==> src/rtl/sumred_pkg.sv <==
package sumred_pkg;
  typedef enum logic [2:0] {
    ST_IDLE,
    ST_REQ,
    ST_WAIT,
    ST_SUM,
    ST_RESP
  } sumred_state_t;
endpackage

==> src/rtl/sumred_tree.sv <==
module sumred_tree #(
  parameter int W = 64,
  parameter int N = 16
) (
  input  logic [N*W-1:0] leaves,
  output logic [W-1:0]   total
);
  // Heap-ordered nodes: node[k] = node[2k] + node[2k+1], leaves at N..2N-1
  logic [W-1:0] node [1:2*N-1];

  for (genvar i = 0; i < N; i++) begin : g_leaf
    assign node[N+i] = leaves[i*W +: W];
  end
  for (genvar k = N-1; k >= 1; k--) begin : g_node
    assign node[k] = node[2*k] + node[2*k+1];
  end

  assign total = node[1];
endmodule

==> src/rtl/sumred_passbuf.sv <==
module sumred_passbuf #(
  parameter int W      = 64,
  parameter int WORDS  = 8,
  parameter int SLOTS  = 2,
  localparam int SLOT_W = (SLOTS > 1) ? $clog2(SLOTS) : 1
) (
  input  logic                    clk,
  input  logic                    wr_en,
  input  logic [SLOT_W-1:0]       wr_slot,
  input  logic [WORDS*W-1:0]      wr_line,
  output logic [SLOTS*WORDS*W-1:0] pass_words
);
  for (genvar s = 0; s < SLOTS; s++) begin : g_slot
    logic [WORDS*W-1:0] line_q;
    always_ff @(posedge clk) begin
      if (wr_en && (int'(wr_slot) == s)) line_q <= wr_line;
    end
    assign pass_words[s*WORDS*W +: WORDS*W] = line_q;
  end
endmodule

==> src/rtl/sumred_top.sv <==
module sumred_top
  import sumred_pkg::*;
#(
  parameter int ADDR_W     = 32,
  parameter int TAG_W      = 8,
  parameter int ELEM_W     = 64,
  parameter int ELEMS      = 32,
  parameter int TREE_N     = 16,
  parameter int LINE_ELEMS = 8,
  localparam int LINE_W    = LINE_ELEMS * ELEM_W
) (
  input  logic              clk,
  input  logic              rst,
  input  logic              cmd_valid,
  output logic              cmd_ready,
  input  logic [ADDR_W-1:0] cmd_addr,
  input  logic [TAG_W-1:0]  cmd_tag,
  output logic              rsp_valid,
  input  logic              rsp_ready,
  output logic [ELEM_W-1:0] rsp_sum,
  output logic [TAG_W-1:0]  rsp_tag,
  output logic              rsp_err,
  output logic              mem_req_valid,
  input  logic              mem_req_ready,
  output logic [ADDR_W-1:0] mem_req_addr,
  input  logic              mem_rsp_valid,
  input  logic [LINE_W-1:0] mem_rsp_data
);
  localparam int LINES      = ELEMS / LINE_ELEMS;
  localparam int SLOTS      = TREE_N / LINE_ELEMS;
  localparam int LINE_CW    = (LINES > 1) ? $clog2(LINES) : 1;
  localparam int SLOT_W     = (SLOTS > 1) ? $clog2(SLOTS) : 1;
  localparam int ELEM_BYTES = ELEM_W / 8;
  localparam int ALIGN_W    = $clog2(ELEM_BYTES);
  localparam int LINE_BYTES = LINE_ELEMS * ELEM_BYTES;

  sumred_state_t state_q;
  logic [ADDR_W-1:0]  base_q;
  logic [LINE_CW-1:0] line_q;
  logic [ELEM_W-1:0]  acc_q;
  logic [ELEM_W-1:0]  sum_q;
  logic [TAG_W-1:0]   tag_q;
  logic               err_q;

  logic [SLOT_W-1:0]         slot;
  logic                      slot_last;
  logic                      line_last;
  logic                      cap;
  logic [TREE_N*ELEM_W-1:0]  pass_words;
  logic [ELEM_W-1:0]         pass_sum;

  assign slot      = SLOT_W'(int'(line_q) % SLOTS);
  assign slot_last = (int'(slot) == SLOTS - 1);
  assign line_last = (int'(line_q) == LINES - 1);
  assign cap       = (state_q == ST_WAIT) && mem_rsp_valid;

  sumred_passbuf #(
    .W(ELEM_W), .WORDS(LINE_ELEMS), .SLOTS(SLOTS)
  ) u_buf (
    .clk(clk), .wr_en(cap), .wr_slot(slot),
    .wr_line(mem_rsp_data), .pass_words(pass_words)
  );

  sumred_tree #(.W(ELEM_W), .N(TREE_N)) u_tree (
    .leaves(pass_words), .total(pass_sum)
  );

  always_ff @(posedge clk) begin
    if (rst) begin
      state_q <= ST_IDLE;
      base_q  <= '0;
      line_q  <= '0;
      acc_q   <= '0;
      sum_q   <= '0;
      tag_q   <= '0;
      err_q   <= 1'b0;
    end else begin
      case (state_q)
        ST_IDLE: if (cmd_valid) begin
          base_q <= cmd_addr;
          tag_q  <= cmd_tag;
          line_q <= '0;
          acc_q  <= '0;
          if (cmd_addr[ALIGN_W-1:0] != '0) begin
            err_q   <= 1'b1;
            sum_q   <= '0;
            state_q <= ST_RESP;
          end else begin
            err_q   <= 1'b0;
            state_q <= ST_REQ;
          end
        end
        ST_REQ: if (mem_req_ready) state_q <= ST_WAIT;
        ST_WAIT: if (mem_rsp_valid) begin
          if (slot_last) state_q <= ST_SUM;
          else begin
            line_q  <= line_q + 1'b1;
            state_q <= ST_REQ;
          end
        end
        ST_SUM: begin
          acc_q <= acc_q + pass_sum;
          if (line_last) begin
            sum_q   <= acc_q + pass_sum;
            state_q <= ST_RESP;
          end else begin
            line_q  <= line_q + 1'b1;
            state_q <= ST_REQ;
          end
        end
        ST_RESP: if (rsp_ready) state_q <= ST_IDLE;
        default: state_q <= ST_IDLE;
      endcase
    end
  end

  assign cmd_ready     = (state_q == ST_IDLE);
  assign rsp_valid     = (state_q == ST_RESP);
  assign rsp_sum       = sum_q;
  assign rsp_tag       = tag_q;
  assign rsp_err       = err_q;
  assign mem_req_valid = (state_q == ST_REQ);
  assign mem_req_addr  = base_q + ADDR_W'(int'(line_q) * LINE_BYTES);

  // a pending response holds until taken
  assert_rsp_hold_R7: assert property (@(posedge clk) disable iff (rst)
    rsp_valid && !rsp_ready |=> rsp_valid && $stable(rsp_sum) && $stable(rsp_tag) && $stable(rsp_err));
  // no new command while a response is outstanding
  assert_busy_no_cmd_R7: assert property (@(posedge clk) disable iff (rst)
    rsp_valid |-> !cmd_ready);
  // error responses carry a zero sum
  assert_err_zero_R5: assert property (@(posedge clk) disable iff (rst)
    rsp_valid && rsp_err |-> rsp_sum == '0);
  // memory request held with stable address until accepted
  assert_req_hold_R9: assert property (@(posedge clk) disable iff (rst)
    mem_req_valid && !mem_req_ready |=> mem_req_valid && $stable(mem_req_addr));
  // no memory request overlaps a response
  assert_no_req_in_rsp_R3: assert property (@(posedge clk) disable iff (rst)
    rsp_valid |-> !mem_req_valid);
endmodule

==> config.mk <==
export PLATFORM = sky130hd
export DESIGN_NAME = sumred_top
export DESIGN_NICKNAME = d
export VERILOG_FILES = /design/src/rtl/sumred_pkg.sv /design/src/rtl/sumred_tree.sv /design/src/rtl/sumred_passbuf.sv /design/src/rtl/sumred_top.sv
export SDC_FILE = /design/constraint.sdc
export NUM_CORES = 2
export LEC_CHECK = 0
export BUFFER_PORTS_ARGS = -buffer_cell sky130_fd_sc_hd__buf_2
export CORE_MARGIN = 1
export CORE_UTILIZATION = 55
export DETAILED_ROUTE_END_ITERATION = 16
export PLACE_DENSITY = 0.75
export SLEW_MARGIN = 25
export SYNTH_ARGS = -nofsm -noshare
export SYNTH_HDL_FRONTEND = slang
export SYNTH_SLANG_ARGS = --single-unit
==> constraint.sdc <==
create_clock -name clk -period 69.7 [get_ports clk]
set_clock_uncertainty 0.1 [all_clocks]
set_input_delay 10.455 -clock clk [delete_from_list [all_inputs] [get_ports clk]]
set_output_delay 10.455 -clock clk [all_outputs]
set_load 0.02 [all_outputs]
; ---- After elaboration in Yosys (flattened, before gate mapping)
; Index checks and enable logic that the tools add are counted.
[op_classes]
reduce_logical = 13
add_sub_neg = 18
muxes = 20
bitwise = 1
eq_ne = 13
[op_table]
columns = cell, count
row1 = 64-bit adder, 16
row2 = 64-bit 2-to-1 mux, 4
row3 = 64-bit case mux with 2 select lines, 2
row4 = 32-bit by 8-bit adder with 32-bit output, 1
row5 = 3-bit 2-to-1 mux, 6
row6 = 3-bit case mux with 5 select lines, 1
row7 = 4-bit AND reduction, 3
row8 = 2-bit 2-to-1 mux, 5
row9 = 2-bit != test (second input constant), 5
row10 = 3-bit by 2-bit == test with 1-bit output (second input constant), 2
row11 = 2-bit by 1-bit != test with 1-bit output (second input constant), 3
row12 = 2-bit case mux with 3 select lines, 1
row13 = 3-bit nonzero test, 2
row14 = 5-bit AND reduction, 1
row15 = 2-bit AND reduction, 2
row16 = 3-bit by 1-bit == test with 1-bit output (second input constant), 1
row17 = 3-bit == test (second input constant), 1
row18 = 1-bit logical AND, 3
row19 = 3-bit zero test, 1
row20 = 2-bit by 1-bit adder with 2-bit output (second input constant), 1
row21 = 2-bit by 1-bit == test with 1-bit output (second input constant), 1
row22 = 2-bit nonzero test, 1
row23 = 1-bit 2-to-1 mux, 1
row24 = 1-bit NOT, 1
[word_totals]
word_cells = 75
reg_bits = 1198
output_inout_bits = 108
in_bits = 558

; ---- Logic depth before layout (Yosys ltp)
[logic_depth]
ltp_word = 7
ltp_mapped = 25
mapped_depth_nobuf = 25

; ---- Cells and area by module
; Synthesis repeated with hierarchy kept, for this count alone.
[unflattened]
hier_cells = 5108
hier_area_um2 = 67463.5
[modules_own_cells]
columns = mod, instances, cells_per_inst, area_per_inst_um2, seq_area_each_um2
row1 = sumred_passbuf, 1, 1026, 30765.8, 30749.5
row2 = sumred_tree, 1, 2822, 26579.2, 0.0
row3 = sumred_top, 1, 1260, 10118.5, 3483.3

; ---- Least setup slack after synthesis
; Ideal clock, no wire load.
[synth_path]
kind = input -> register
start = input mem_rsp_valid
end = register u_buf.g_slot[0].line_q[0], enable pin
setup_slack_ns = 36.491
stages = 2
path_buffers = 0
setup_time_ns = 1.399
arrival_time_ns = 31.710
required_time_ns = 68.201
path_cell_list = nand2_1 -> nor2_1
[synth_between]
elab_chain_cells = 2
[synth_lines]
columns = item, line
row1 = from (decl), sumred_top.sv:26  ; input logic mem_rsp_valid,
row2 = 1-bit logical AND, sumred_top.sv:55  ; assign cap = (state_q == ST_WAIT) && mem_rsp_valid;
row3 = 1-bit logical AND, sumred_passbuf.sv:16  ; if (wr_en && (int'(wr_slot) == s)) line_q <= wr_line;
row4 = to (decl), sumred_passbuf.sv:14  ; logic [WORDS*W-1:0] line_q;
; Every way passes these cells.
; A chain may end at the register's enable or synchronous reset.

; ---- Worst setup path in the final report
[layout_path]
start = register line_q[0]
end = output mem_req_addr[24]
[layout_between]
elab_chain_cells = 1
[layout_lines]
columns = item, line
row1 = from (decl), sumred_top.sv:39  ; logic [LINE_CW-1:0] line_q;
row2 = from (signal assigned), sumred_top.sv:97  ; line_q <= line_q + 1'b1;
row3 = from (signal assigned), sumred_top.sv:107  ; line_q <= line_q + 1'b1;
row4 = 32-bit by 8-bit adder with 32-bit output, sumred_top.sv:123  ; assign mem_req_addr = base_q + ADDR_W'(int'(line_q) * LINE_BYTES);
row5 = to (decl), sumred_top.sv:25  ; output logic [ADDR_W-1:0] mem_req_addr,
; Every way passes these cells.

==> impl_results.html <==
<table>
<tr><th>Metric</th><th>Value</th></tr>
<tr><th colspan="2">Global routing</th></tr>
<tr><td>Largest net degree at the start of global routing</td><td>169</td></tr>
<tr><td>GRT Total Usage</td><td>0.260</td></tr>
<tr><td>Remaining global-route overflow</td><td>0</td></tr>
<tr><td>Via count of the first global-routing pass</td><td>40800</td></tr>
<tr><td>First-pass GRT wire length</td><td>232000 µm</td></tr>
<tr><td>Antenna violations before repair</td><td>78</td></tr>
<tr><th colspan="2">Timing</th></tr>
<tr><td>Normalized max-slew margin</td><td>0.291</td></tr>
<tr><td>Number of slew-limit violations in the final report</td><td>0</td></tr>
<tr><td>Maximum clock rate</td><td>0.0695 GHz</td></tr>
<tr><td>Unrepaired setup endpoints after global routing</td><td>false</td></tr>
<tr><td>Final setup violation count</td><td>0</td></tr>
<tr><td>Accumulated negative setup slack</td><td>0 ns</td></tr>
<tr><td>Final-report hold violation count</td><td>0</td></tr>
<tr><td>Final worst-path cycle share</td><td>0.206</td></tr>
<tr><td>Shortest period the worst path allows</td><td>14.38 ns</td></tr>
<tr><td>Worst-margin pin slew</td><td>1.06 ns</td></tr>
<tr><th colspan="2">Worst setup path</th></tr>
<tr><td>Data arrival, critical path</td><td>about 3.8 ns</td></tr>
<tr><td>Register-to-register setup slack</td><td>61.71 ns</td></tr>
<tr><td>Max FO, Critical Path</td><td>7</td></tr>
<tr><td>R2R Path Start</td><td>u_buf.g_slot[0].line_q[193]$_DFFE_PP_</td></tr>
<tr><td>Required time of the worst setup path</td><td>roughly 59 ns</td></tr>
<tr><td>Worst Setup End Kind</td><td>primary output</td></tr>
<tr><td>Register-to-Register Path Depth</td><td>23</td></tr>
<tr><td>R2r endpoint</td><td>rsp_sum[56]$_SDFFE_PP0P_</td></tr>
<tr><td>Start-to-end type of the worst setup path</td><td>flip-flop to primary output</td></tr>
<tr><td>CP Launch Type</td><td>flip-flop</td></tr>
<tr><th colspan="2">Detailed routing</th></tr>
<tr><td>Drt initial violations</td><td>2533</td></tr>
<tr><td>Average routed wire per standard cell</td><td>a little over 20 µm</td></tr>
<tr><td>Final routed wirelength across all metal layers</td><td>between 150000 and 200000 µm</td></tr>
<tr><td>Total DRC errors in the routed layout</td><td>0</td></tr>
<tr><td>Via density per instance</td><td>4.96</td></tr>
<tr><td>DRT antenna net count</td><td>0</td></tr>
<tr><td>Number of detailed-route iterations in the first pass</td><td>6</td></tr>
<tr><td>Number of vias after detailed routing</td><td>36800</td></tr>
<tr><th colspan="2">CTS</th></tr>
<tr><td>Clock Tree Root</td><td>sky130_fd_sc_hd__clkbuf_16</td></tr>
<tr><td>CTS tree</td><td>built</td></tr>
<tr><td>Number of levels in the clock H-tree</td><td>4</td></tr>
<tr><td>Reg clk slew, reported paths</td><td>0.06 ns</td></tr>
<tr><td>Number of hold buffers added after cts</td><td>0</td></tr>
<tr><td>Clock buffers created by TritonCTS</td><td>131</td></tr>
<tr><td>Count of buffers added by post-CTS timing repair for setup</td><td>0</td></tr>
<tr><td>TritonCTS Sinks</td><td>around 1200</td></tr>
<tr><td>Clock Latency Late Sink</td><td>0.75 ns</td></tr>
<tr><td>Maximum number of buffers from clock root to sink</td><td>3</td></tr>
<tr><td>Post-cts gate resize count</td><td>0</td></tr>
<tr><th colspan="2">Finish</th></tr>
<tr><td>Layout-stage area growth over the synthesis result</td><td>14.8%</td></tr>
<tr><td>Fraction of layout cells with a size suffix above 1</td><td>0.157</td></tr>
<tr><td>Commonest non-fill, non-tap cell in the layout</td><td>sky130_fd_sc_hd__inv_1</td></tr>
<tr><td>Area taken by multi-input logic gates</td><td>0.0252 mm²</td></tr>
<tr><td>Number of nets in the final layout</td><td>7242</td></tr>
<tr><td>Commonest non-fill, non-tap cells in the layout</td><td>1685 x sky130_fd_sc_hd__inv_1, 1024 x sky130_fd_sc_hd__edfxtp_1, 934 x sky130_fd_sc_hd__fa_1</td></tr>
<tr><td>Sequential cell area in the final layout</td><td>0.0342 mm²</td></tr>
<tr><td>Layout Utilization</td><td>0.640</td></tr>
<tr><td>Filler cells</td><td>8704</td></tr>
<tr><th colspan="2">Yosys</th></tr>
<tr><td>Asr flop ratio synth</td><td>0</td></tr>
<tr><td>Fraction of the yosys area taken by sequential cells</td><td>0.518</td></tr>
<tr><td>Number of synthesized flops with an enable pin</td><td>1024</td></tr>
<tr><td>Count of distinct cell types in the synthesized netlist</td><td>66</td></tr>
<tr><td>Dominant synthesized flop cell</td><td>sky130_fd_sc_hd__edfxtp_1</td></tr>
<tr><td>Gate Count Post-Synth</td><td>between 4000 and 5000</td></tr>
<tr><td>Synthesized net count</td><td>approximately 6500</td></tr>
<tr><td>Register bit count reported by yosys</td><td>1198</td></tr>
<tr><td>Post-synthesis instance area</td><td>around 0.066 mm²</td></tr>
<tr><td>Synthesized area per cell</td><td>around 13 µm²</td></tr>
<tr><td>Yosys warns</td><td>0</td></tr>
<tr><th colspan="2">Placed design</th></tr>
<tr><td>IO Port Bufs</td><td>approximately 670</td></tr>
<tr><td>Half-perimeter wire length of the detailed placement result</td><td>120000 µm</td></tr>
<tr><td>Placer's final routability congestion estimate</td><td>0.897</td></tr>
<tr><th colspan="2">Status</th></tr>
<tr><td>Result of the run</td><td>completed</td></tr>
<tr><th colspan="2">Min path</th></tr>
<tr><td>Endpoint of the worst hold-timing path</td><td>rsp_sum[31]$_SDFFE_PP0P_</td></tr>
<tr><td>Worst hold path depth</td><td>2</td></tr>
<tr><td>HP Class</td><td>flip-flop to flip-flop</td></tr>
<tr><td>Hold wc startpoint</td><td>rsp_sum[31]$_SDFFE_PP0P_</td></tr>
<tr><th colspan="2">Floorplanning</th></tr>
<tr><td>Effective utilization at floorplan</td><td>0.557</td></tr>
<tr><td>Floorplan die width</td><td>349 µm</td></tr>
<tr><td>Number of I/O pins</td><td>~670</td></tr>
<tr><td>Height of the die</td><td>roughly 350 µm</td></tr>
<tr><td>Placement Rows</td><td>126</td></tr>
<tr><td>CORE AREA</td><td>0.119 mm²</td></tr>
<tr><td>Area of the die</td><td>0.121 mm²</td></tr>
<tr><th colspan="2">Pwr</th></tr>
<tr><td>Max rail drop VDD</td><td>32.5 µV</td></tr>
<tr><td>Leakage dissipation</td><td>0.0337 µW</td></tr>
<tr><td>Pwr per Cell Area</td><td>21.5 mW/mm²</td></tr>
<tr><th colspan="2">Flow run</th></tr>
<tr><td>Max capacitance violation total</td><td>0</td></tr>
</table>
routing by layer:
layer | up-vias | GRT usage | part of all wire
met1 | 18600 | 0.291 | 0.34
met2 | 1191 | 0.463 | 0.53
li1 | 16500 | - | -
met5 | - | 0 | 0.0029
met4 | 70 | 0.0976 | 0.036
met3 | 379 | 0.0820 | 0.085
cells by family (layout without fill, tap and decap cells):
logic type      Yosys count  in the layout  share of synthesized area
simple gates            443            443                     0.0294
flops                  1198           1198                      0.518
compound gates          407            407                     0.0394
fa+ha+maj              1008           1008                      0.297
other cells               0             35                          0
buf+inv                1766           2609                      0.101
xor+xnor                114            114                     0.0151
mux                       1              1                   0.000152
worst max-delay path by stage:
stage,startpoint,endpoint,slack (ns),cells past startpoint
2_1_floorplan,mem_rsp_valid,u_buf.g_slot[0].line_q[0]$_DFFE_PP_,36.49,2
4_1_cts,line_q[0]$_SDFFE_PP0P_,mem_req_addr[24],55.30,10
3_5_place_dp,mem_rsp_valid,u_buf.g_slot[0].line_q[308]$_DFFE_PP_,54.58,7
5_1_grt,line_q[0]$_SDFFE_PP0P_,mem_req_addr[24],55.12,10
6_report,line_q[0]$_SDFFE_PP0P_,mem_req_addr[24],55.32,10
3_3_place_gp,mem_rsp_valid,u_buf.g_slot[0].line_q[244]$_DFFE_PP_,54.74,7
worst max-delay path: stages (launching register included):
cell and delay, ns:
sky130_fd_sc_hd__dfxtp_1 0.48, sky130_fd_sc_hd__ha_1 0.22, sky130_fd_sc_hd__inv_1 0.05, sky130_fd_sc_hd__fa_1 0.40, sky130_fd_sc_hd__nor2_1 0.18, sky130_fd_sc_hd__and3_1 0.28, sky130_fd_sc_hd__and3_1 0.43, sky130_fd_sc_hd__nand2_1 0.26
sky130_fd_sc_hd__nor2_1 0.18, sky130_fd_sc_hd__xor2_1 0.35, sky130_fd_sc_hd__buf_2 0.24
Yosys cell counts (2+ instances only):
| library cell | n | area [µm²] |
|---|---|---|
| sky130_fd_sc_hd__o21bai_1 | 15 | 113 |
| sky130_fd_sc_hd__nor3_1 | 14 | 70.1 |
| sky130_fd_sc_hd__or2_2 | 4 | 25.0 |
| sky130_fd_sc_hd__a32oi_1 | 2 | 17.5 |
| sky130_fd_sc_hd__nand4_1 | 15 | 93.8 |
| sky130_fd_sc_hd__or3_1 | 5 | 31.3 |
| sky130_fd_sc_hd__nand3_1 | 31 | 155 |
| sky130_fd_sc_hd__a22o_1 | 32 | 280 |
| sky130_fd_sc_hd__nand2_1 | 214 | 803 |
| sky130_fd_sc_hd__o31ai_1 | 8 | 60.1 |
| sky130_fd_sc_hd__xor2_1 | 34 | 298 |
| sky130_fd_sc_hd__buf_4 | 6 | 45.0 |
| sky130_fd_sc_hd__nor2b_1 | 7 | 43.8 |
| sky130_fd_sc_hd__buf_1 | 3 | 11.3 |
| sky130_fd_sc_hd__inv_1 | 1685 | 6320 |
| sky130_fd_sc_hd__xnor2_1 | 80 | 701 |
| sky130_fd_sc_hd__o21ai_0 | 27 | 135 |
| sky130_fd_sc_hd__fa_1 | 934 | 18700 |
| sky130_fd_sc_hd__o31ai_4 | 2 | 42.5 |
| sky130_fd_sc_hd__and3_1 | 15 | 93.8 |
| sky130_fd_sc_hd__dfxtp_1 | 174 | 3480 |
| sky130_fd_sc_hd__and2_1 | 6 | 37.5 |
| sky130_fd_sc_hd__a21oi_1 | 195 | 976 |
| sky130_fd_sc_hd__o21ai_1 | 12 | 60.1 |
| sky130_fd_sc_hd__o211ai_1 | 6 | 45.0 |
| sky130_fd_sc_hd__edfxtp_1 | 1024 | 30700 |
| sky130_fd_sc_hd__o2111ai_1 | 2 | 17.5 |
| sky130_fd_sc_hd__o21a_1 | 4 | 30.0 |
| sky130_fd_sc_hd__nor4_1 | 2 | 12.5 |
| sky130_fd_sc_hd__a21o_1 | 40 | 300 |
| sky130_fd_sc_hd__a22oi_1 | 16 | 120 |
| sky130_fd_sc_hd__a31oi_1 | 11 | 68.8 |
| sky130_fd_sc_hd__and4_1 | 2 | 17.5 |
| sky130_fd_sc_hd__a41oi_1 | 3 | 26.3 |
| sky130_fd_sc_hd__nor3b_1 | 2 | 15.0 |
| sky130_fd_sc_hd__nand3b_1 | 8 | 60.1 |
| sky130_fd_sc_hd__a41o_1 | 2 | 20.0 |
| sky130_fd_sc_hd__ha_1 | 74 | 926 |
| sky130_fd_sc_hd__nand2b_1 | 4 | 25.0 |
| sky130_fd_sc_hd__clkbuf_1 | 72 | 270 |
| sky130_fd_sc_hd__nor2_1 | 112 | 420 |
| sky130_fd_sc_hd__a211oi_1 | 8 | 60.1 |
| sky130_fd_sc_hd__o41a_1 | 2 | 22.5 |
stage by stage:
| step | hold slack (ns) | cells | total power, µW | instance area (µm²) | setup slack [ns] |
|---|---|---|---|---|---|
| global placement | 0.332 | 7143 | 925 | 71300 | 54.74 |
| detailed placement | 0.338 | 7143 | 927 | 71300 | 54.58 |
| finish | 0.351 | 7415 | 1630 | 75800 | 55.32 |
| CTS | 0.348 | 7380 | 1640 | 75700 | 55.30 |
| global route | 0.367 | 7402 | 1680 | 75800 | 55.12 |
| floorplan | 0.322 | 4937 | 874 | 66100 | 36.49 |
where the power goes:
group          switching [µW]  internal [µW]
combinational            82.8           49.1
sequential               1.86            779
clock                     296            419
flip-flops by register name, summed over array words and instances (netlist names):
signal               flops
acc_q                   64
base_q                  32
line_q                   2
rsp_err                  1
rsp_sum                 64
rsp_tag                  8
state_q                  3
u_buf.g_slot.line_q   1024
layout make-up:
cell class,count,area share
sequential,1198,0.451
antenna,35,0.00115
clock inverter,77,0.0131
clock buffer,160,0.0452
timing repair buffer,687,0.0465
multi-input combinational,1973,0.333
inverter,1685,0.0834
tap,1600,0.0264
Power figures use the tool's default switching activity.
